$ cat src/rtl/wdog_feed_timer.sv
module wdog_feed_timer #(
  parameter int RST_CYCLES = 16,
  parameter int BASE_LOG   = 5
) (
  input  logic       clk,
  input  logic       rst_n,
  input  logic       cnt_tick,
  input  logic       bus_wr,
  input  logic [2:0] bus_addr,
  input  logic [7:0] bus_wdata,
  output logic [7:0] bus_rdata,
  output logic       wd_rst_o,
  output logic       irq_o,
  output logic       clk_sel_o
);
  localparam int PW = BASE_LOG + 8;
  localparam int RW = $clog2(RST_CYCLES + 1);
  localparam logic [5:0] CFG_INIT = 6'h1E;
  localparam logic [RW-1:0] RST_LOAD = RW'(RST_CYCLES);

  logic [5:0]    sh_q, act_q;
  logic [7:0]    reload_q, cnt_q;
  logic [PW-1:0] pre_q;
  logic [RW-1:0] rcnt_q;
  logic          ovf_q, armed_q;

  wire [PW-1:0] mask = {PW{1'b1}} >> (3'd7 - act_q[3:1]);
  wire feed  = bus_wr && bus_addr == 3'd3 && bus_wdata == 8'h5A && armed_q;
  wire adv   = act_q[0] && cnt_tick && !feed;
  wire step  = adv && pre_q == mask;
  wire uf    = step && cnt_q == 8'd0;
  wire clr   = bus_wr && bus_addr == 3'd0 && !bus_wdata[6];

  assign wd_rst_o  = rcnt_q != '0;
  assign irq_o     = ovf_q && !act_q[4];
  assign clk_sel_o = act_q[5];

  always_comb begin
    case (bus_addr)
      3'd0:    bus_rdata = {1'b0, ovf_q, sh_q};
      3'd1:    bus_rdata = reload_q;
      3'd4:    bus_rdata = cnt_q;
      3'd5:    bus_rdata = {1'b0, ovf_q, act_q};
      default: bus_rdata = 8'h00;
    endcase
  end

  always_ff @(posedge clk or negedge rst_n) begin
    if (!rst_n) begin
      sh_q     <= CFG_INIT;
      reload_q <= 8'hFF;
      armed_q  <= 1'b0;
    end else if (bus_wr) begin
      armed_q <= bus_addr == 3'd2 && bus_wdata == 8'hA5;
      if (bus_addr == 3'd0) sh_q <= bus_wdata[5:0];
      if (bus_addr == 3'd1) reload_q <= bus_wdata;
    end
  end

  always_ff @(posedge clk or negedge rst_n) begin
    if (!rst_n) begin
      act_q <= CFG_INIT;
      cnt_q <= 8'hFF;
      pre_q <= '0;
    end else if (feed) begin
      act_q <= sh_q;
      cnt_q <= reload_q;
      pre_q <= '0;
    end else if (adv) begin
      if (step) begin
        pre_q <= '0;
        cnt_q <= uf ? reload_q : cnt_q - 8'd1;
      end else begin
        pre_q <= pre_q + 1'b1;
      end
    end
  end

  always_ff @(posedge clk or negedge rst_n) begin
    if (!rst_n) begin
      ovf_q  <= 1'b0;
      rcnt_q <= '0;
    end else begin
      if (uf) ovf_q <= 1'b1;
      else if (clr) ovf_q <= 1'b0;
      if (uf && act_q[4]) rcnt_q <= RST_LOAD;
      else if (rcnt_q != '0) rcnt_q <= rcnt_q - 1'b1;
    end
  end

  p_shadow_only_r3: assert property (@(posedge clk) disable iff (!rst_n)
    (bus_wr && bus_addr == 3'd0) |=> $stable(act_q));
  p_unarmed_feed_r4: assert property (@(posedge clk) disable iff (!rst_n)
    (bus_wr && bus_addr == 3'd3 && !armed_q) |=> $stable(act_q));
  p_feed_load_r5: assert property (@(posedge clk) disable iff (!rst_n)
    feed |=> (cnt_q == $past(reload_q) && pre_q == '0 && act_q == $past(sh_q)));
  p_idle_tick_r6: assert property (@(posedge clk) disable iff (!rst_n)
    (!cnt_tick && !feed) |=> ($stable(pre_q) && $stable(cnt_q)));
  p_underflow_r7: assert property (@(posedge clk) disable iff (!rst_n)
    uf |=> (ovf_q && cnt_q == $past(reload_q)));
  p_pulse_cause_r9: assert property (@(posedge clk) disable iff (!rst_n)
    $rose(wd_rst_o) |-> (ovf_q && act_q[4]));
  p_hold_r11: assert property (@(posedge clk) disable iff (!rst_n)
    (!act_q[0] && !feed) |=> ($stable(pre_q) && $stable(cnt_q)));
endmodule

$ cat config.mk
export PLATFORM = sky130hd
export DESIGN_NAME = wdog_feed_timer
export DESIGN_NICKNAME = d
export VERILOG_FILES = /design/src/rtl/wdog_feed_timer.sv
export SDC_FILE = /design/constraint.sdc
export NUM_CORES = 1
export LEC_CHECK = 0
export ABC_AREA = 1
export BUFFER_PORTS_ARGS = -buffer_cell sky130_fd_sc_hd__buf_2
export CORE_UTILIZATION = 56
export CTS_BUF_LIST = sky130_fd_sc_hd__clkbuf_4 sky130_fd_sc_hd__clkbuf_8
export CTS_CLUSTER_SIZE = 24
export DETAILED_ROUTE_END_ITERATION = 12
export PLACE_DENSITY = 0.83
export SETUP_SLACK_MARGIN = 0.02
export SLEW_MARGIN = 10
export SYNTH_ARGS = -nofsm -noshare
export SYNTH_HDL_FRONTEND = slang
export SYNTH_SLANG_ARGS = --single-unit
export TNS_END_PERCENT = 100
$ cat constraint.sdc
create_clock -name clk -period 1.4 [get_ports clk]
set_input_delay 0.14 -clock clk [delete_from_list [all_inputs] [get_ports clk]]
set_output_delay 0.14 -clock clk [all_outputs]
set_load 0.005 [all_outputs]
Word-level counts from Yosys, hierarchy flattened
Index checks and enable logic that the tools add are counted.
Storage, ports and cells
  bits in read-only memories: 0
  memories kept: 0
  output and inout bits: 11
  bits in writable memories: 0
  input port bits: 15
  logic and storage cells: 58
  flip-flop bits (word level): 48
  bits in latches: 0
Cells by class
  div/mod/pow operators: 0
  shifts and indexed selects: 1
  add/sub/neg operators: 4
  $mul: 0
  multiplexer cells: 12
  bitwise operators: 0
  order comparisons: 0
  equal/unequal tests: 8
  reductions and logical operators: 25
Operator list (number)
  13-bit two-way mux: 3
  8-bit two-way mux: 4
  8-bit one-hot mux with 4 select lines: 1
  13-bit by 1-bit adder with 13-bit output (second input constant): 1
  13-bit == test: 1
  13-bit by 3-bit >> shifter with 13-bit output (first input constant): 1
  1-bit logical AND: 12
  5-bit two-way mux: 2
  8-bit by 7-bit == test with 1-bit output (second input constant): 1
  8-bit == test (second input constant): 1
  8-bit logical NOT: 1
  2-bit nonzero test: 4
  8-bit by 1-bit subtractor with 8-bit output (second input constant): 1
  3-bit by 2-bit == test with 1-bit output (second input constant): 2
  3-bit == test (second input constant): 2
  2-bit AND reduction: 3
  5-bit nonzero test: 1
  5-bit by 1-bit subtractor with 5-bit output (second input constant): 1
  3-bit by 1-bit == test with 1-bit output (second input constant): 1
  1-bit logical NOT: 3
  3-bit logical NOT: 1
  3-bit subtractor (first input constant): 1
  1-bit two-way mux: 2

Longest topological paths before layout
Gate-level depths: netlist of run 1.
  depth after elaboration: 12
  depth in mapped cells: 15

Least setup slack after synthesis of run 1
No wires, ideal clock.
  path type: flip-flop to flip-flop
  start point: register act_q[3]
  end point: register cnt_q[1]
  data arrival time: 1.483 ns
  required time: 1.323 ns
  cell stages (with the launch flop): 13
  slack: -0.160 ns
  path buffers: 1
  cell sequence: dfstp_2 -> buf_6 -> inv_4 -> nand2_1 -> nand3_1 -> nor2_2 -> inv_1 -> nor2_1 -> nand3_2 -> nand2_2 -> nand2_1 -> nand3_1 -> nand2_1
Between the ends
  word-level cells in the longest chain between the ends: 9
RTL lines
  start, declared: line 21  | logic [5:0] sh_q, act_q;
  start signal, assigned: line 66  | act_q <= sh_q;
  3-bit subtractor *: line 27  | wire [PW-1:0] mask = {PW{1'b1}} >> (3'd7 - act_q[3:1]);
  13-bit by 3-bit >> shifter with 13-bit output *: line 27
  13-bit == test *: line 30  | wire step = adv && pre_q == mask;
  1-bit logical AND *: line 30
  1-bit logical AND: line 31  | wire uf = step && cnt_q == 8'd0;
  8-bit two-way mux: line 72  | cnt_q <= uf ? reload_q : cnt_q - 8'd1;
  8-bit two-way mux: line 70  | if (step) begin
  8-bit two-way mux: line 69  | end else if (adv) begin
  8-bit two-way mux: line 65  | end else if (feed) begin
  end signal, assigned: line 67  | cnt_q <= reload_q;
  end signal, assigned: line 72
  end, declared: line 22  | logic [7:0] reload_q, cnt_q;
Every way passes the cells marked *; elsewhere a longest branch is shown, timed or not. The select of a mux whose other input is x is not followed.
A chain may end at the register's enable or synchronous reset.

Worst setup path in the final report of run 1
  start point: register act_q[3]
  end point: register pre_q[0]
Between the ends
  word-level cells in the longest chain between the ends: 7
RTL lines
  3-bit subtractor: line 27
  13-bit by 3-bit >> shifter with 13-bit output: line 27
  13-bit == test: line 30
  1-bit logical AND: line 30
  13-bit two-way mux: line 70
  13-bit two-way mux: line 69
  13-bit two-way mux: line 65
  end signal, assigned: line 74  | pre_q <= pre_q + 1'b1;
  end, declared: line 23  | logic [PW-1:0] pre_q;
Every way passes these cells. The select of a mux whose other input is x is not followed.

==> impl_metrics.json, run 1 <==
{
  "dr.pass1.iters": 6,
  "ir_worst_vdd_mv": 0.6227,
  "yosysTopAreaCell": "dfstp_2",
  "worst_slew_pin_slew_ns": 0.3733,
  "grt_usage_pct": 32.85,
  "syn_nets": 423,
  "ff2ff_path_depth": 11,
  "syn_to_final_growth_pct": 37.37,
  "cts_root_buffer": "clkbuf_8",
  "status": "complete, but fails checks",
  "start_util_pct": 58.30,
  "cp-start-kind": "register",
  "worstSkewPairLatency_ns": 0.31,
  "drive_gt1_share_pct": 43.89,
  "synth_area_per_cell_um2": 7.436,
  "maxCapViolations": 0,
  "clockBufferDepth": 2,
  "path_clk_slew_ns": 0.09,
  "cts_tree": "yes",
  "fp.dieW_um": 75.15,
  "rsz0062_at_grt": "yes",
  "end_kind": "register",
  "hp-class": "in -> reg",
  "place.port_buffers": 25,
  "grt-ovfl-total": 0,
  "grt_pass1_vias": 3012,
  "row_count": 26,
  "violations": "setup timing",
  "antenna_found_initial": 0,
  "syn_inst": 403,
  "synth_cell_type_count": 38,
  "gp_congestion": 0.9433,
  "setup_ws_ns": -0.4260,
  "core_area_mm2": 0.005140,
  "setup_viol": 35,
  "fmax_mhz": 547.6,
  "viasPerCell": 5.895,
  "ys_ff_latch": 48,
  "hold_viol": 0,
  "cp.arrival_ns": 2.02,
  "nFillCells": 301,
  "ant_nets": 0,
  "finalNetCount": 518,
  "p_leak_nw": 2.045,
  "power_w": 0.002822,
  "fin_crit_ns": 1.826,
  "synth_warnings": 0,
  "cts_made_buffers": 5,
  "fp.dieH_um": 75.15,
  "worstHoldPathCells": 3,
  "clock_sinks": 48,
  "hpwl_um": 5996,
  "wl_per_cell_um": 17.34,
  "first_iter_violations": 573,
  "n_antenna_cell": 0,
  "required_ns": 1.60,
  "via_count": 3354,
  "grt_max_degree": 20,
  "pwr_density_cell_mw_per_mm2": 685.5,
  "boundaryPins": 26,
  "htree_levels": 2,
  "yosys.area.top_type_share_pct": 21.04,
  "setup.worst_path.class": "reg -> reg",
  "critPathMaxFanout": 6,
  "rrSetupSlack_ns": -0.43,
  "yosysSeqAreaShare_pct": 41.09,
  "clock_skew_ns": 0.008966,
  "slew_headroom_pct": 75.12,
  "yosys-top-cells-area": "dfstp_2, dfrtp_1, nand2_1",
  "fin_util_pct": 80.09,
  "dieArea_mm2": 0.005648,
  "netlist_area_mm2": 0.002997,
  "grt_pass1_wl_um": 13860,
  "pre_cts_slack_ns": -0.3063,
  "drc": 0,
  "drt-total-wl_um": 9867,
  "slew_viol_final": 0,
  "fin_crit_sh_pct": 130.4
}
-- critical path, cell delays in order (launching register included) --
cell and delay [ns]:
dfstp_2 0.63, buf_12 0.13, nand3_2 0.08, nand2_2 0.10, nand2_2 0.06, inv_2 0.05, nand2_2 0.05, nor2_4 0.17
nand2_2 0.08, nand2_4 0.15, nor2_4 0.06, o21a_1 0.16
-- registers in the layout, indices dropped and copies added, names as in the netlist --
signal and cells:
act_q 6, armed_q 1, cnt_q 8, ovf_q 1, pre_q 13, rcnt_q 5
reload_q 8, sh_q 6
-- layout make-up --
| cell class | instances | area, µm² | area share (%) |
|---|---|---|---|
| Clock buffer | 6 | 82.58 | 2.006 |
| Multi-Input combinational cell | 284 | 1722 | 41.82 |
| Sequential cell | 48 | 1231 | 29.91 |
| Timing Repair Buffer | 94 | 724.4 | 17.60 |
| Inverter | 65 | 259.0 | 6.292 |
| Tap cell | 70 | 87.58 | 2.128 |
| Clock inverter | 2 | 10.01 | 0.2432 |
-- power by group --
group          switching, W  internal [W]  leakage, nW  total, W
combinational      0.000210      0.000132         1.43  0.000342
clock              0.000492      0.000396       0.0510  0.000888
sequential        0.0000767       0.00151        0.567   0.00159
total              0.000779       0.00204         2.05   0.00282
-- what timing repair did --
item	CTS	global route
gates resized for setup	42	52
endpoints found under the hold margin	7	0
pin swaps	27	20
hold buffers	1	0
setup buffers	8	5
setup endpoints to repair	35	38
-- through the flow --
step	hold WS [ns]	cell area, µm²	instances	setup TNS [ns]
6_report	0.1041	4116	569	-10.94
5_1_grt	0.1290	4116	569	-13.01
4_1_cts	0.09983	3910	565	-8.434
3_5_place_dp	0.07098	3602	548	-6.988
3_3_place_gp	0.06931	3602	548	-5.583
2_1_floorplan	-0.1556	3005	403	-3.165
-- metal layers --
layer	vias up	track usage (%)	share of wire (%)
met4	0	14.61	6.8
met1	1541	41.07	37
met3	86	6.292	9.2
met5	-	0	0
met2	247	55.56	46
li1	1480	-	-
-- Yosys cell counts --
library cell  number
and2_1             1
inv_2              6
a41oi_1            1
buf_6              3
a21oi_1            7
nand2_4            1
dfstp_2           24
o2111ai_1          2
o21a_1             1
nand3_2            4
buf_4              1
nor3_2             2
a211oi_2           1
o21ai_1            2
ha_1               5
nor4_1             1
clkinv_1           2
xor2_1             9
nand2_1          119
nor4_2             1
a221o_1            4
o21ai_0           24
inv_1             56
xnor2_1            2
inv_4              1
a22oi_1            1
dfrtp_1           24
nand3_1           32
clkbuf_1           2
nor2_2             7
nor3_1             6
nand3b_1           1
o22ai_1            6
nand2_2            6
nor2_1            27
nor2_4             4
o221ai_1           1
nand4_1            6
-- worst paths after layout --
check                             start          end
min in group asynchronous         rst_n     pre_q[2]
min reg2reg                     sh_q[4]      sh_q[4]
min                        bus_wdata[1]  reload_q[1]
max reg2reg                    act_q[3]     pre_q[0]
max in group asynchronous         rst_n     cnt_q[2]
max                            act_q[3]     pre_q[0]
-- kinds of logic after synthesis --
family                   synth area share, %
AO/OA/AOI/OAI                          10.19
XOR/XNOR                               3.215
adder cells (fa/ha/maj)                2.088
buffers and inverters                  9.854
flip-flops                             41.09
AND/OR/NAND/NOR                        33.57
-- layout by cell type (no fill, tap or decap), drive strengths merged, types with 7 or more instances in the layout --
master / instances
nand2: 126
xor2: 9
dfrtp: 24
nor3: 8
nor2: 38
inv: 64
a21oi: 7
o21ai: 26
dfstp: 24
nand3: 36
buf: 93
Note: power is estimated with default switching activity, not from simulation.
==> run 2, diff against run 1 <==
--- a/config.mk
+++ b/config.mk
@@ -11,7 +11,7 @@
 export CTS_BUF_LIST = sky130_fd_sc_hd__clkbuf_4 sky130_fd_sc_hd__clkbuf_8
 export CTS_CLUSTER_SIZE = 24
 export DETAILED_ROUTE_END_ITERATION = 12
-export PLACE_DENSITY = 0.83
+export PLACE_DENSITY_LB_ADDON = 0.08
 export SETUP_SLACK_MARGIN = 0.02
 export SLEW_MARGIN = 10
 export SYNTH_ARGS = -nofsm -noshare
==> impl_metrics.json, run 2 (same netlist as run 1, synthesis figures left out) <==
{
  "finalNetCount": 524,
  "pwr_density_cell_mw_per_mm2": 748.4,
  "start_util_pct": 58.30,
  "worst_slew_pin_slew_ns": 0.4144,
  "grt_max_degree": 49,
  "rr_startpoint": "act_q[3]",
  "syn_to_final_growth_pct": 37.54,
  "p_comb_share_pct": 10.0,
  "cp-start-kind": "register",
  "p_sw_share_pct": 23.26,
  "gp_congestion": 0.8707,
  "worstSkewPairLatency_ns": 0.30,
  "cp.arrival_ns": 2.05,
  "setup.worst_path.class": "reg -> reg",
  "wl_per_cell_um": 14.33,
  "clock_skew_ns": 0.009549,
  "fp.dieH_um": 75.15,
  "clock_sinks": 48,
  "end_kind": "register",
  "hpwl_um": 5776,
  "drive_gt1_share_pct": 41.39,
  "critPathMaxFanout": 7,
  "slew_viol_final": 0,
  "drt-total-wl_um": 8239,
  "dr.pass1.iters": 6,
  "grt-ovfl-total": 0,
  "n_antenna_cell": 0,
  "fin_crit_sh_pct": 129.6,
  "grt_pass1_vias": 2791,
  "rr_endpoint": "cnt_q[1]",
  "place.port_buffers": 25,
  "largest_reg_flops": 13,
  "first_iter_violations": 181,
  "power_frac_clock_pct": 38.7,
  "maxCapViolations": 0,
  "min_to": "sh_q[1]",
  "hp-class": "in -> reg",
  "switching_power_w": 0.0007175,
  "required_ns": 1.63,
  "setup_tns_ns": -9.437,
  "p_leak_nw": 2.061,
  "worstHoldPathCells": 3,
  "fmax_mhz": 551.3,
  "worstHoldStart": "bus_wdata[1]",
  "setup_ws_ns": -0.4138,
  "setup_viol": 33,
  "numPlacedInstances": 560,
  "grt_pass1_wl_um": 12520,
  "rsz0062_at_grt": "yes",
  "boundaryPins": 26,
  "violations": "setup timing",
  "ff2ff_path_depth": 10,
  "antenna_found_initial": 0,
  "htree_levels": 2,
  "top_regs": "pre_q: 13 flops, cnt_q: 8 flops, reload_q: 8 flops",
  "final_common_cell": "nand2_1",
  "viasPerCell": 5.374,
  "ir_worst_vdd_mv": 0.5933,
  "nFillCells": 356,
  "cts_made_buffers": 5,
  "grt_usage_pct": 29.59,
  "cts_root_buffer": "clkbuf_8",
  "row_count": 26,
  "cts_tree": "yes",
  "status": "complete, but fails checks",
  "rrSetupSlack_ns": -0.41,
  "dieArea_mm2": 0.005648,
  "ant_nets": 0,
  "layout_common_cells": "nand2_1, buf_4, inv_1, nor2_1, nand3_1",
  "pwr-share-seq_pct": 51.4,
  "hold_viol": 0,
  "top_register": "pre_q",
  "final_cells": 575,
  "drc": 0,
  "fp.dieW_um": 75.15,
  "slew_headroom_pct": 72.30,
  "fin_crit_ns": 1.814,
  "clockBufferDepth": 2,
  "internal_power_w": 0.002367,
  "via_count": 3090,
  "core_area_mm2": 0.005140,
  "path_clk_slew_ns": 0.09
}
run 2: critical path: stages (launching register included):
cell     delay (ns)
dfstp_2        0.65
buf_4          0.15
nand3_1        0.07
nand2_1        0.13
nand3_2        0.12
nor2_4         0.17
nand3_4        0.13
nand2_4        0.13
nand2_1        0.08
nand3_2        0.07
nand2_1        0.06
run 2: routing by layer:
layer  global-route usage (%)  up-vias  part of all wire [%]
met4                    8.848        0                   2.8
met1                    38.62     1460                    42
met3                    4.284       28                   5.4
met2                    51.15      108                    49
met5                        0        -                     0
li1                         -     1494                     -
run 2: worst max-delay path by stage:
stage	from	endpoint
global route	act_q[3]	cnt_q[0]
CTS	act_q[3]	cnt_q[2]
floorplan	act_q[3]	cnt_q[1]
detailed placement	act_q[3]	cnt_q[2]
global placement	act_q[3]	cnt_q[1]
finish	act_q[3]	cnt_q[1]
run 2: metrics by stage:
stage / utilization (%) / hold WS (ns) / worst slack, ns / instance area (µm²) / power [W]
floorplan: - / -0.1556 / -0.1594 / 3005 / 0.001712
global placement: 71.84 / 0.1439 / -0.2895 / 3692 / 0.001865
detailed placement: 71.84 / 0.1450 / -0.3619 / 3692 / 0.001873
CTS: 77.09 / 0.09368 / -0.3295 / 3963 / 0.003080
global route: 80.19 / 0.1237 / -0.5116 / 4121 / 0.003194
finish: 80.19 / 0.1008 / -0.4138 / 4121 / 0.003084
run 2: area by class of cell:
cell class	instances	area, µm²	share of cell area, %
clock buffers	6	76.32	1.852
clock inverters	2	60.06	1.457
inverters	65	256.5	6.223
multi-input cells	284	1663	40.35
flip-flops and latches	48	1231	29.87
well taps	70	87.58	2.125
repair buffers	100	747.0	18.12
run 2: power by group through the flow:
stage / Sequential [W] / Clock, W / Combinational [W]
after floorplan: 0.00157 / 0 / 0.000139
after global placement: 0.00159 / 0 / 0.000274
after detailed placement: 0.00160 / 0 / 0.000277
after CTS: 0.00158 / 0.00121 / 0.000291
after global routing: 0.00159 / 0.00126 / 0.000342
final: 0.00158 / 0.00119 / 0.000307
run 2: timing repair:
item	4_1_cts	5_1_grt
setup buffers	5	1
hold endpoints to repair	24	0
endpoints found under the setup margin	35	39
gates resized for setup	30	43
hold buffers	1	0
pin swaps	13	10
